==> src/rtl/pwd_pkg.sv <==
package pwd_pkg;
  localparam int ADDR_W   = 24;
  localparam int WIN_BITS = 12;
  localparam int FC_W     = 3;
  localparam int REG_W    = 16;
  localparam int BYTE_W   = 8;
  localparam int BASE_W   = ADDR_W - WIN_BITS;
  localparam int CMP_BIT  = BASE_W;
  localparam int FC_LSB   = BASE_W + 1;

  localparam logic [FC_W-1:0]   FC_SUPV_DATA  = 3'd5;
  localparam logic [FC_W-1:0]   FC_IACK       = 3'd7;
  localparam logic [ADDR_W-1:0] BASE_REG_ADDR = 24'h0000F2;
  localparam logic [ADDR_W-1:0] CTL_REG_ADDR  = 24'h0000F4;
  localparam logic [REG_W-1:0]  BASE_RESET    = 16'hBFFF;
  localparam int CTL_EN_BIT   = 1;
  localparam int CTL_STAT_BIT = 0;

  typedef struct packed {
    logic              baseWrHi;
    logic              baseWrLo;
    logic              markCfg;
    logic              ctlWr;
    logic              setStat;
    logic [BYTE_W-1:0] laneHi;
    logic [BYTE_W-1:0] laneLo;
  } pwdStrobe_t;
endpackage

==> src/rtl/pwd_dpath.sv <==
module pwd_dpath
  import pwd_pkg::*;
(
  input  logic                 clk,
  input  logic                 rstN,
  input  logic                 busValid,
  input  logic [BASE_W-1:0]    winAddr,
  input  logic [FC_W-1:0]      effFc,
  input  pwdStrobe_t           strb,
  output logic                 winHit,
  output logic [REG_W-1:0]     baseWord,
  output logic [REG_W-1:0]     ctlWord,
  output logic                 conflictEn,
  output logic                 conflictStat
);
  logic [REG_W-1:0] baseReg;
  logic             cfgDone;
  logic             enReg;
  logic             statReg;
  logic             fcOk;
  logic             statClr;

  assign statClr = strb.ctlWr && strb.laneLo[CTL_STAT_BIT];

  always_ff @(posedge clk or negedge rstN) begin
    if (!rstN) begin
      baseReg <= BASE_RESET;
      cfgDone <= 1'b0;
      enReg   <= 1'b0;
      statReg <= 1'b0;
    end else begin
      if (strb.baseWrHi) baseReg[REG_W-1:BYTE_W] <= strb.laneHi;
      if (strb.baseWrLo) baseReg[BYTE_W-1:0]     <= strb.laneLo;
      if (strb.markCfg)  cfgDone <= 1'b1;
      if (strb.ctlWr)    enReg   <= strb.laneLo[CTL_EN_BIT];
      if (strb.setStat)  statReg <= 1'b1;
      else if (statClr)  statReg <= 1'b0;
    end
  end

  always_comb begin
    fcOk = !baseReg[CMP_BIT] || (effFc == baseReg[REG_W-1:FC_LSB]);
    winHit = busValid && cfgDone && (effFc != FC_IACK) && fcOk
             && (winAddr == baseReg[BASE_W-1:0]);
  end

  assign baseWord = baseReg;
  always_comb begin
    ctlWord = '0;
    ctlWord[CTL_EN_BIT]   = enReg;
    ctlWord[CTL_STAT_BIT] = statReg;
  end
  assign conflictEn   = enReg;
  assign conflictStat = statReg;

  // flag holds until a write-1 clear
  a_r8_stat_sticky: assert property (@(posedge clk) disable iff (!rstN)
    statReg && !statClr |=> statReg);
  // a conflict always lands in the flag
  a_r8_stat_set: assert property (@(posedge clk) disable iff (!rstN)
    strb.setStat |=> statReg);
  // configured state only comes from a marking write
  a_r6_cfg_source: assert property (@(posedge clk) disable iff (!rstN)
    !cfgDone && !strb.markCfg |=> !cfgDone);
endmodule

==> src/rtl/pwd_ctrl.sv <==
module pwd_ctrl
  import pwd_pkg::*;
(
  input  logic                 clk,
  input  logic                 rstN,
  input  logic                 busValid,
  input  logic [ADDR_W-1:0]    busAddr,
  input  logic [FC_W-1:0]      busFc,
  input  logic                 cpuPresent,
  input  logic                 busWrite,
  input  logic                 byteHi,
  input  logic                 byteLo,
  input  logic                 busNarrow,
  input  logic [REG_W-1:0]     wrData,
  input  logic                 extAck,
  input  logic                 winHit,
  input  logic [REG_W-1:0]     baseWord,
  input  logic [REG_W-1:0]     ctlWord,
  input  logic                 conflictEn,
  output logic [FC_W-1:0]      effFc,
  output pwdStrobe_t           strb,
  output logic                 csInhibit,
  output logic [REG_W-1:0]     rdData,
  output logic                 busErr
);
  logic             supv;
  logic             baseSel;
  logic             ctlSel;
  logic             hiOn;
  logic             loOn;
  logic             doWr;
  logic             doRd;
  logic [REG_W-1:0] selWord;

  always_comb begin
    effFc   = cpuPresent ? busFc : FC_SUPV_DATA;
    supv    = busValid && (effFc == FC_SUPV_DATA);
    baseSel = supv && (busAddr[ADDR_W-1:1] == BASE_REG_ADDR[ADDR_W-1:1]);
    ctlSel  = supv && (busAddr[ADDR_W-1:1] == CTL_REG_ADDR[ADDR_W-1:1]);
    csInhibit = busValid && (busAddr >= BASE_REG_ADDR)
                && (busAddr <= CTL_REG_ADDR + 24'd1);
    hiOn    = busNarrow ? !busAddr[0] : byteHi;
    loOn    = busNarrow ?  busAddr[0] : byteLo;
    doWr    = busValid && busWrite;
    doRd    = busValid && !busWrite;
  end

  always_comb begin
    strb.laneHi   = busNarrow ? wrData[BYTE_W-1:0] : wrData[REG_W-1:BYTE_W];
    strb.laneLo   = wrData[BYTE_W-1:0];
    strb.baseWrHi = doWr && baseSel && hiOn;
    strb.baseWrLo = doWr && baseSel && loOn;
    strb.markCfg  = doWr && baseSel && (busNarrow ? loOn : (hiOn || loOn));
    strb.ctlWr    = doWr && ctlSel && loOn;
    strb.setStat  = busValid && winHit && extAck;
  end

  always_comb begin
    selWord = baseSel ? baseWord : (ctlSel ? ctlWord : '0);
    rdData  = '0;
    if (doRd && (baseSel || ctlSel)) begin
      if (busNarrow) begin
        rdData[BYTE_W-1:0] = busAddr[0] ? selWord[BYTE_W-1:0]
                                        : selWord[REG_W-1:BYTE_W];
      end else begin
        if (hiOn) rdData[REG_W-1:BYTE_W] = selWord[REG_W-1:BYTE_W];
        if (loOn) rdData[BYTE_W-1:0]     = selWord[BYTE_W-1:0];
      end
    end
  end

  assign busErr = strb.setStat && conflictEn;

  // error only with reporting enabled
  a_r9_err_needs_enable: assert property (@(posedge clk) disable iff (!rstN)
    busErr |-> conflictEn);
  // interrupt-acknowledge cycles never reach the window
  a_r5_no_iack: assert property (@(posedge clk) disable iff (!rstN)
    busValid && (effFc == FC_IACK) |-> !winHit);
  // own registers always hide external selects
  a_r7_regs_hide_cs: assert property (@(posedge clk) disable iff (!rstN)
    (baseSel || ctlSel) |-> csInhibit);
  // non-supervisor cycles cannot write the registers
  a_r2_user_no_write: assert property (@(posedge clk) disable iff (!rstN)
    busValid && (effFc != FC_SUPV_DATA)
      |-> !(strb.baseWrHi || strb.baseWrLo || strb.ctlWr));
  // missing core means supervisor data code
  a_r10_forced_fc: assert property (@(posedge clk) disable iff (!rstN)
    !cpuPresent |-> effFc == FC_SUPV_DATA);
endmodule

==> src/rtl/periph_window_decoder.sv <==
module periph_window_decoder
  import pwd_pkg::*;
(
  input  logic              clk,
  input  logic              rstN,
  input  logic              busValid,
  input  logic [23:0]       busAddr,
  input  logic [2:0]        busFc,
  input  logic              cpuPresent,
  input  logic              busWrite,
  input  logic              byteHi,
  input  logic              byteLo,
  input  logic              busNarrow,
  input  logic [15:0]       wrData,
  input  logic              extAck,
  output logic              winSel,
  output logic              csInhibit,
  output logic [15:0]       rdData,
  output logic              busErr,
  output logic              conflictFlag
);
  pwdStrobe_t       strb;
  logic [FC_W-1:0]  effFc;
  logic             winHit;
  logic [REG_W-1:0] baseWord;
  logic [REG_W-1:0] ctlWord;
  logic             conflictEn;

  pwd_ctrl ctrl_i (
    .clk(clk), .rstN(rstN), .busValid(busValid), .busAddr(busAddr),
    .busFc(busFc), .cpuPresent(cpuPresent), .busWrite(busWrite),
    .byteHi(byteHi), .byteLo(byteLo), .busNarrow(busNarrow),
    .wrData(wrData), .extAck(extAck), .winHit(winHit),
    .baseWord(baseWord), .ctlWord(ctlWord), .conflictEn(conflictEn),
    .effFc(effFc), .strb(strb), .csInhibit(csInhibit),
    .rdData(rdData), .busErr(busErr)
  );

  pwd_dpath dpath_i (
    .clk(clk), .rstN(rstN), .busValid(busValid),
    .winAddr(busAddr[ADDR_W-1:WIN_BITS]), .effFc(effFc), .strb(strb),
    .winHit(winHit), .baseWord(baseWord), .ctlWord(ctlWord),
    .conflictEn(conflictEn), .conflictStat(conflictFlag)
  );

  assign winSel = winHit;
endmodule

==> config.mk <==
export PLATFORM = sky130hd
export DESIGN_NAME = periph_window_decoder
export DESIGN_NICKNAME = d
export VERILOG_FILES = /design/src/rtl/pwd_pkg.sv /design/src/rtl/pwd_dpath.sv /design/src/rtl/pwd_ctrl.sv /design/src/rtl/periph_window_decoder.sv
export SDC_FILE = /design/constraint.sdc
export NUM_CORES = 1
export LEC_CHECK = 0
export ABC_AREA = 1
export BUFFER_PORTS_ARGS = -buffer_cell sky130_fd_sc_hd__buf_2
export CAP_MARGIN = 5
export CORE_UTILIZATION = 45
export CTS_BUF_LIST = sky130_fd_sc_hd__clkbuf_2 sky130_fd_sc_hd__clkbuf_4 sky130_fd_sc_hd__clkbuf_8
export DETAILED_ROUTE_END_ITERATION = 10
export PLACE_DENSITY = 0.81
export SLEW_MARGIN = 20
export SYNTH_ARGS = -nofsm -noshare
export SYNTH_HDL_FRONTEND = slang
export SYNTH_SLANG_ARGS = --single-unit
==> constraint.sdc <==
create_clock -name clk -period 1.95 [get_ports clk]
set_input_delay 0.0975 -clock clk [delete_from_list [all_inputs] [get_ports clk]]
set_output_delay 0.0975 -clock clk [all_outputs]
set_load 0.02 [all_outputs]
Word level (Yosys, flattened, before mapping) --
Index checks and enable logic that the tools add are counted.
Word-level totals: bits of input ports 52, word-level logic and storage cells 57, register bits 19, output and inout bits 20
Operators by class: reductions and logical operators 29, order comparisons 2, equality and inequality tests 6, muxes and demuxes 15
Operator list (number):
- 2-to-1 mux 8 bit | 6
- equality test 23 x 7 -> 1 bit (second input constant) | 2
- 2-to-1 mux 16 bit | 2
- >= comparator 24 x 8 -> 1 bit (second input constant) | 1
- less-or-equal comparator 24 x 8 -> 1 bit (second input constant) | 1
- logical AND 1 bit | 22
- equality test 12 bit | 1
- 2-to-1 mux 1 bit | 5
- equality test 3 bit | 1
- equality test 3 bit (second input constant) | 1
- zero test 1 bit | 3
- logical OR 1 bit | 3
- 2-to-1 mux 3 bit | 1
- != test 3 bit (second input constant) | 1
- 2-to-1 mux 2 bit | 1
- nonzero test 2 bit | 1

Depth between registers and ports, before layout --
word-level depth 9, depth in mapped cells 10

Modules after synthesis --
From an unflattened synthesis, not the netlist that was laid out.
Unflattened totals: cell total of the unflattened synthesis 379, area, all modules 2192.1 um^2
By module, submodules not included:
- pwd_dpath | times used 1, sequential area each 494.2 um^2, cells each 152, area each 1139.8 um^2
- pwd_ctrl | times used 1, sequential area each 0.0 um^2, cells each 227, area each 1052.3 um^2

Worst setup path before layout --
Ideal clock, no wire load.
kind register -> output, from reg dpath_i.baseReg[8], in the netlist dpath_i.baseWord[8], to out busErr, stages on the path, launching flop included 9, setup slack 537 ps, buffers on the path 0, arrival time 1316 ps, required time 1852 ps, path through dfstp_2 inv_1 nand2_1 o21ai_0 nor2_1 nand2_1 nor2_1 nand4_1 nor2_1
On the way: longest elaborated chain between the ends 5
RTL lines:
- start: declaration | RTL line pwd_dpath.sv:16 | logic [REG_W-1:0] baseReg;
- start signal: indexed assignment | RTL line pwd_dpath.sv:32 | if (strb.baseWrHi) baseReg[REG_W-1:BYTE_W] <= strb.laneHi;
- start signal: indexed assignment | RTL line pwd_dpath.sv:33 | if (strb.baseWrLo) baseReg[BYTE_W-1:0] <= strb.laneLo;
- equality test 12 bit | RTL line pwd_dpath.sv:44 | && (winAddr == baseReg[BASE_W-1:0]);
- logical AND 1 bit | RTL line pwd_dpath.sv:44
- logical AND 1 bit (2 in a row) | RTL line pwd_ctrl.sv:55 | strb.setStat = busValid && winHit && extAck;
- logical AND 1 bit | RTL line pwd_ctrl.sv:72 | assign busErr = strb.setStat && conflictEn;
- end: declaration | RTL line periph_window_decoder.sv:19 | output logic busErr,
Every way passes these cells.

Final worst setup path --
from reg dpath_i.baseReg[10], in the netlist dpath_i.baseWord[10], to out busErr
The elaborated chain is that of the path after synthesis.

==> flow_metrics.py <==
metrics = {
    "worst_setup_path": {
        "startpoint": "dpath_i.baseWord[10]",
        "crit_buf_inv": 1,
        "reg2regPathDepth": 6,
        "r2r_end": "dpath_i.conflictStat",
        "start_kind": "flip-flop",
        "cp_data_required_time_ns": 1.85,
        "cp_max_fo": 5,
        "slowest_stage": "dfstp_2",
        "path_cells": "nor2_1 > nor3_1 > nand3_1 > nor2_1 > nand4_1 > nor2_1 > buf_4",
        "worst_setup_path_end_kind": "output pin",
        "crit_top_cell": "nor2_1",
        "crit_arrival_ns": 1.79,
        "crit_family": "simple AND/OR/NAND/NOR gates",
        "slowest_delay_ns": 0.62,
        "r2r_start": "dpath_i.baseWord[10]",
        "crit_path_end": "busErr",
        "critPathKind": "flip-flop to output pin",
        "reg2reg_slack_ns": 0.61,
        "cp_num_cells": 7,
    },
    "yosys": {
        "yosysWarnings": 0,
        "ys_types": 32,
        "syn_nets": 304,
        "synth_ff_type": "dfstp_2",
        "synthCells": 252,
        "synthesis.area_um2": 1620,
        "ys_ff_latch": 19,
        "avgSynthCellArea_um2": 6.44,
        "async_reset_ff_frac": 1.00,
        "synth-edff-count": 0,
        "ys_seq_area_frac": 0.305,
    },
    "pwr": {
        "p_clk_frac": 0.271,
        "p_int_mw": 0.540,
        "p_per_area_nw_per_um2": 365,
        "seqPwrFrac": 0.524,
        "p_sw_frac": 0.285,
        "vdd_ir_drop_max_mv": 0.313,
        "p_leak_nw": 1.03,
        "total_power_mw": 0.755,
        "p_comb_frac": 0.204,
        "p_switching_mw": 0.215,
    },
    "clock_network": {
        "clkTransAtPathRegs_ns": 0.11,
        "clk_path_buf_depth": 2,
        "cts_buffers": 3,
        "clock_latency_ns": 0.31,
        "cts_tree": "done",
        "htree_levels": 1,
        "clock-sinks": 19,
        "root_buffer": "clkbuf_4",
    },
    "die": {
        "core_um2": 3390,
        "die-area_um2": 3850,
        "initial_core_util": 0.479,
        "die-width_um": 62.1,
        "num_rows": 21,
        "die_y_um": 62.1,
        "ios": 72,
    },
    "detailed_routing": {
        "vias": 1864,
        "antenna_left": 0,
        "wl_per_cell_um": 12.0,
        "vias_per_cell": 5.00,
        "drc": 0,
        "wirelength_um": 4490,
        "initialDrtViolationCount": 101,
        "drt_first_pass_iters": 5,
    },
    "timing": {
        "relSlewSlack": 0.722,
        "finalSetupViolations": 0,
        "worst_pin_slew_ns": 0.417,
        "rsz0062_at_grt": "yes",
        "period_minus_slack_ns": 1.89,
        "period_share": 0.968,
        "finalSetupTns_ns": 0,
        "max_freq_mhz": 530,
        "hold_viol": 0,
        "clock_skew_ns": 0.000979,
        "drv_slew": 0,
    },
    "grt": {
        "grt_overflow": 0,
        "antenna_found_initial": 0,
        "grt_pass1_vias": 1597,
        "grt_max_degree": 21,
        "grt.total_usage": 0.249,
        "grt_first_pass_wirelength_um": 6890,
    },
    "job": {
        "cap_viol_max_count": 0,
    },
    "layout": {
        "syn2layout_area_growth_pct": 27.4,
        "nets": 380,
        "ff_latch_area_um2": 494,
        "drive_gt1_frac": 0.327,
        "layout_common_cells": "nand2_1 (74), buf_2 (70), nor2_1 (36)",
        "n_antenna_cell": 0,
        "final_common_cell": "nand2_1",
        "fillers": 338,
        "multi_input_area_um2": 950,
        "final_cells": 373,
    },
    "place": {
        "dp.cells": 364,
        "gp_congestion": 0.923,
        "port-buffer-count": 71,
        "hpwl_um": 3670,
    },
    "min_path": {
        "hp-class": "input pin to flip-flop",
    },
    "outcome": {
        "status": "completed",
    },
}
==> worst min-delay path by stage <==
stage,cells past startpoint,slack (ns),endpoint,start
2_1_floorplan,0,-0.20,dpath_i.baseWord[14],rstN
3_3_place_gp,1,0.05,dpath_i.baseWord[14],rstN
3_5_place_dp,1,0.05,dpath_i.baseWord[14],rstN
4_1_cts,3,0.001,dpath_i.baseWord[4],wrData[4]
5_1_grt,3,0.007,dpath_i.baseWord[4],wrData[4]
6_report,3,0.006,dpath_i.baseWord[4],wrData[4]
==> final cells by class <==
type | instances | share of cell area
tap | 46 | 0.0278
multi-input combinational | 193 | 0.459
clock buffer | 3 | 0.0109
inverter | 34 | 0.0617
clock inverter | 1 | 0.00242
timing repair buffer | 77 | 0.199
sequential | 19 | 0.239
==> metrics by stage <==
step / cell area (µm²) / utilization / hold WS (ns) / worst slack, ns
after floorplan: 1620 / - / -0.198 / 0.537
after global placement: 1990 / 0.588 / 0.0478 / 0.296
after detailed placement: 1990 / 0.588 / 0.0510 / 0.268
after CTS: 2050 / 0.605 / 0.00103 / 0.0525
after global routing: 2070 / 0.610 / 0.00678 / -0.0997
final: 2070 / 0.610 / 0.00551 / 0.0624
==> kinds of logic (layout without fill, tap and decap cells) <==
family / after synthesis / count (layout) / synth area share
simple gates: 141 / 141 / 0.399
buf+inv: 40 / 115 / 0.110
xor+xnor: 5 / 5 / 0.0270
compound gates: 46 / 46 / 0.153
mux: 1 / 1 / 0.00617
flops: 19 / 19 / 0.305
==> tightest hold or removal path: cells and delay by family <==
family,cells,cell delay [ns]
compound gates,1,0.07
buf+inv,2,0.16
==> power by group through the flow <==
stage	Sequential, mW	Combinational [mW]	Clock [mW]
3_5_place_dp	0.402	0.150	0
2_1_floorplan	0.402	0.0687	0
5_1_grt	0.396	0.177	0.234
3_3_place_gp	0.402	0.148	0
6_report	0.396	0.154	0.205
4_1_cts	0.396	0.155	0.214
==> cell usage after synthesis, types with 3 or more instances <==
library cell  number  share of area
o21ai_0           14          0.043
nand3_1           14          0.043
nand4_1            3          0.012
dfstp_2           15           0.24
nor2_1            36          0.083
nand2_2            4          0.015
inv_1             32          0.074
dfrtp_1            4          0.062
o21ai_1           15          0.046
nand2_1           74           0.17
xnor2_1            3          0.016
a21oi_1           10          0.031
==> what timing repair did <==
action / 4_1_cts / 5_1_grt
setup buffers: 0 / 2
gates resized for setup: 0 / 1
hold buffers: 3 / 0
setup endpoints to repair: 0 / 1
endpoints found under the hold margin: 6 / 0
==> state kept, by name, summed over array words and instances (netlist names) <==
signal and flops:
dpath_i.baseWord 16, dpath_i.cfgDone 1, dpath_i.conflictEn 1, dpath_i.conflictStat 1
==> per-layer routing <==
layer | GRT usage | part of all wire | vias up | routed length, µm
met1 | 0.345 | 0.47 | 826 | 2090
met4 | 0.0857 | 0.013 | 0 | 60
met5 | 0 | 0 | - | 0
met3 | 0.0269 | 0.073 | 5 | 326
met2 | 0.404 | 0.45 | 79 | 2010
li1 | - | - | 954 | -
Power figures use the tool's default switching activity.
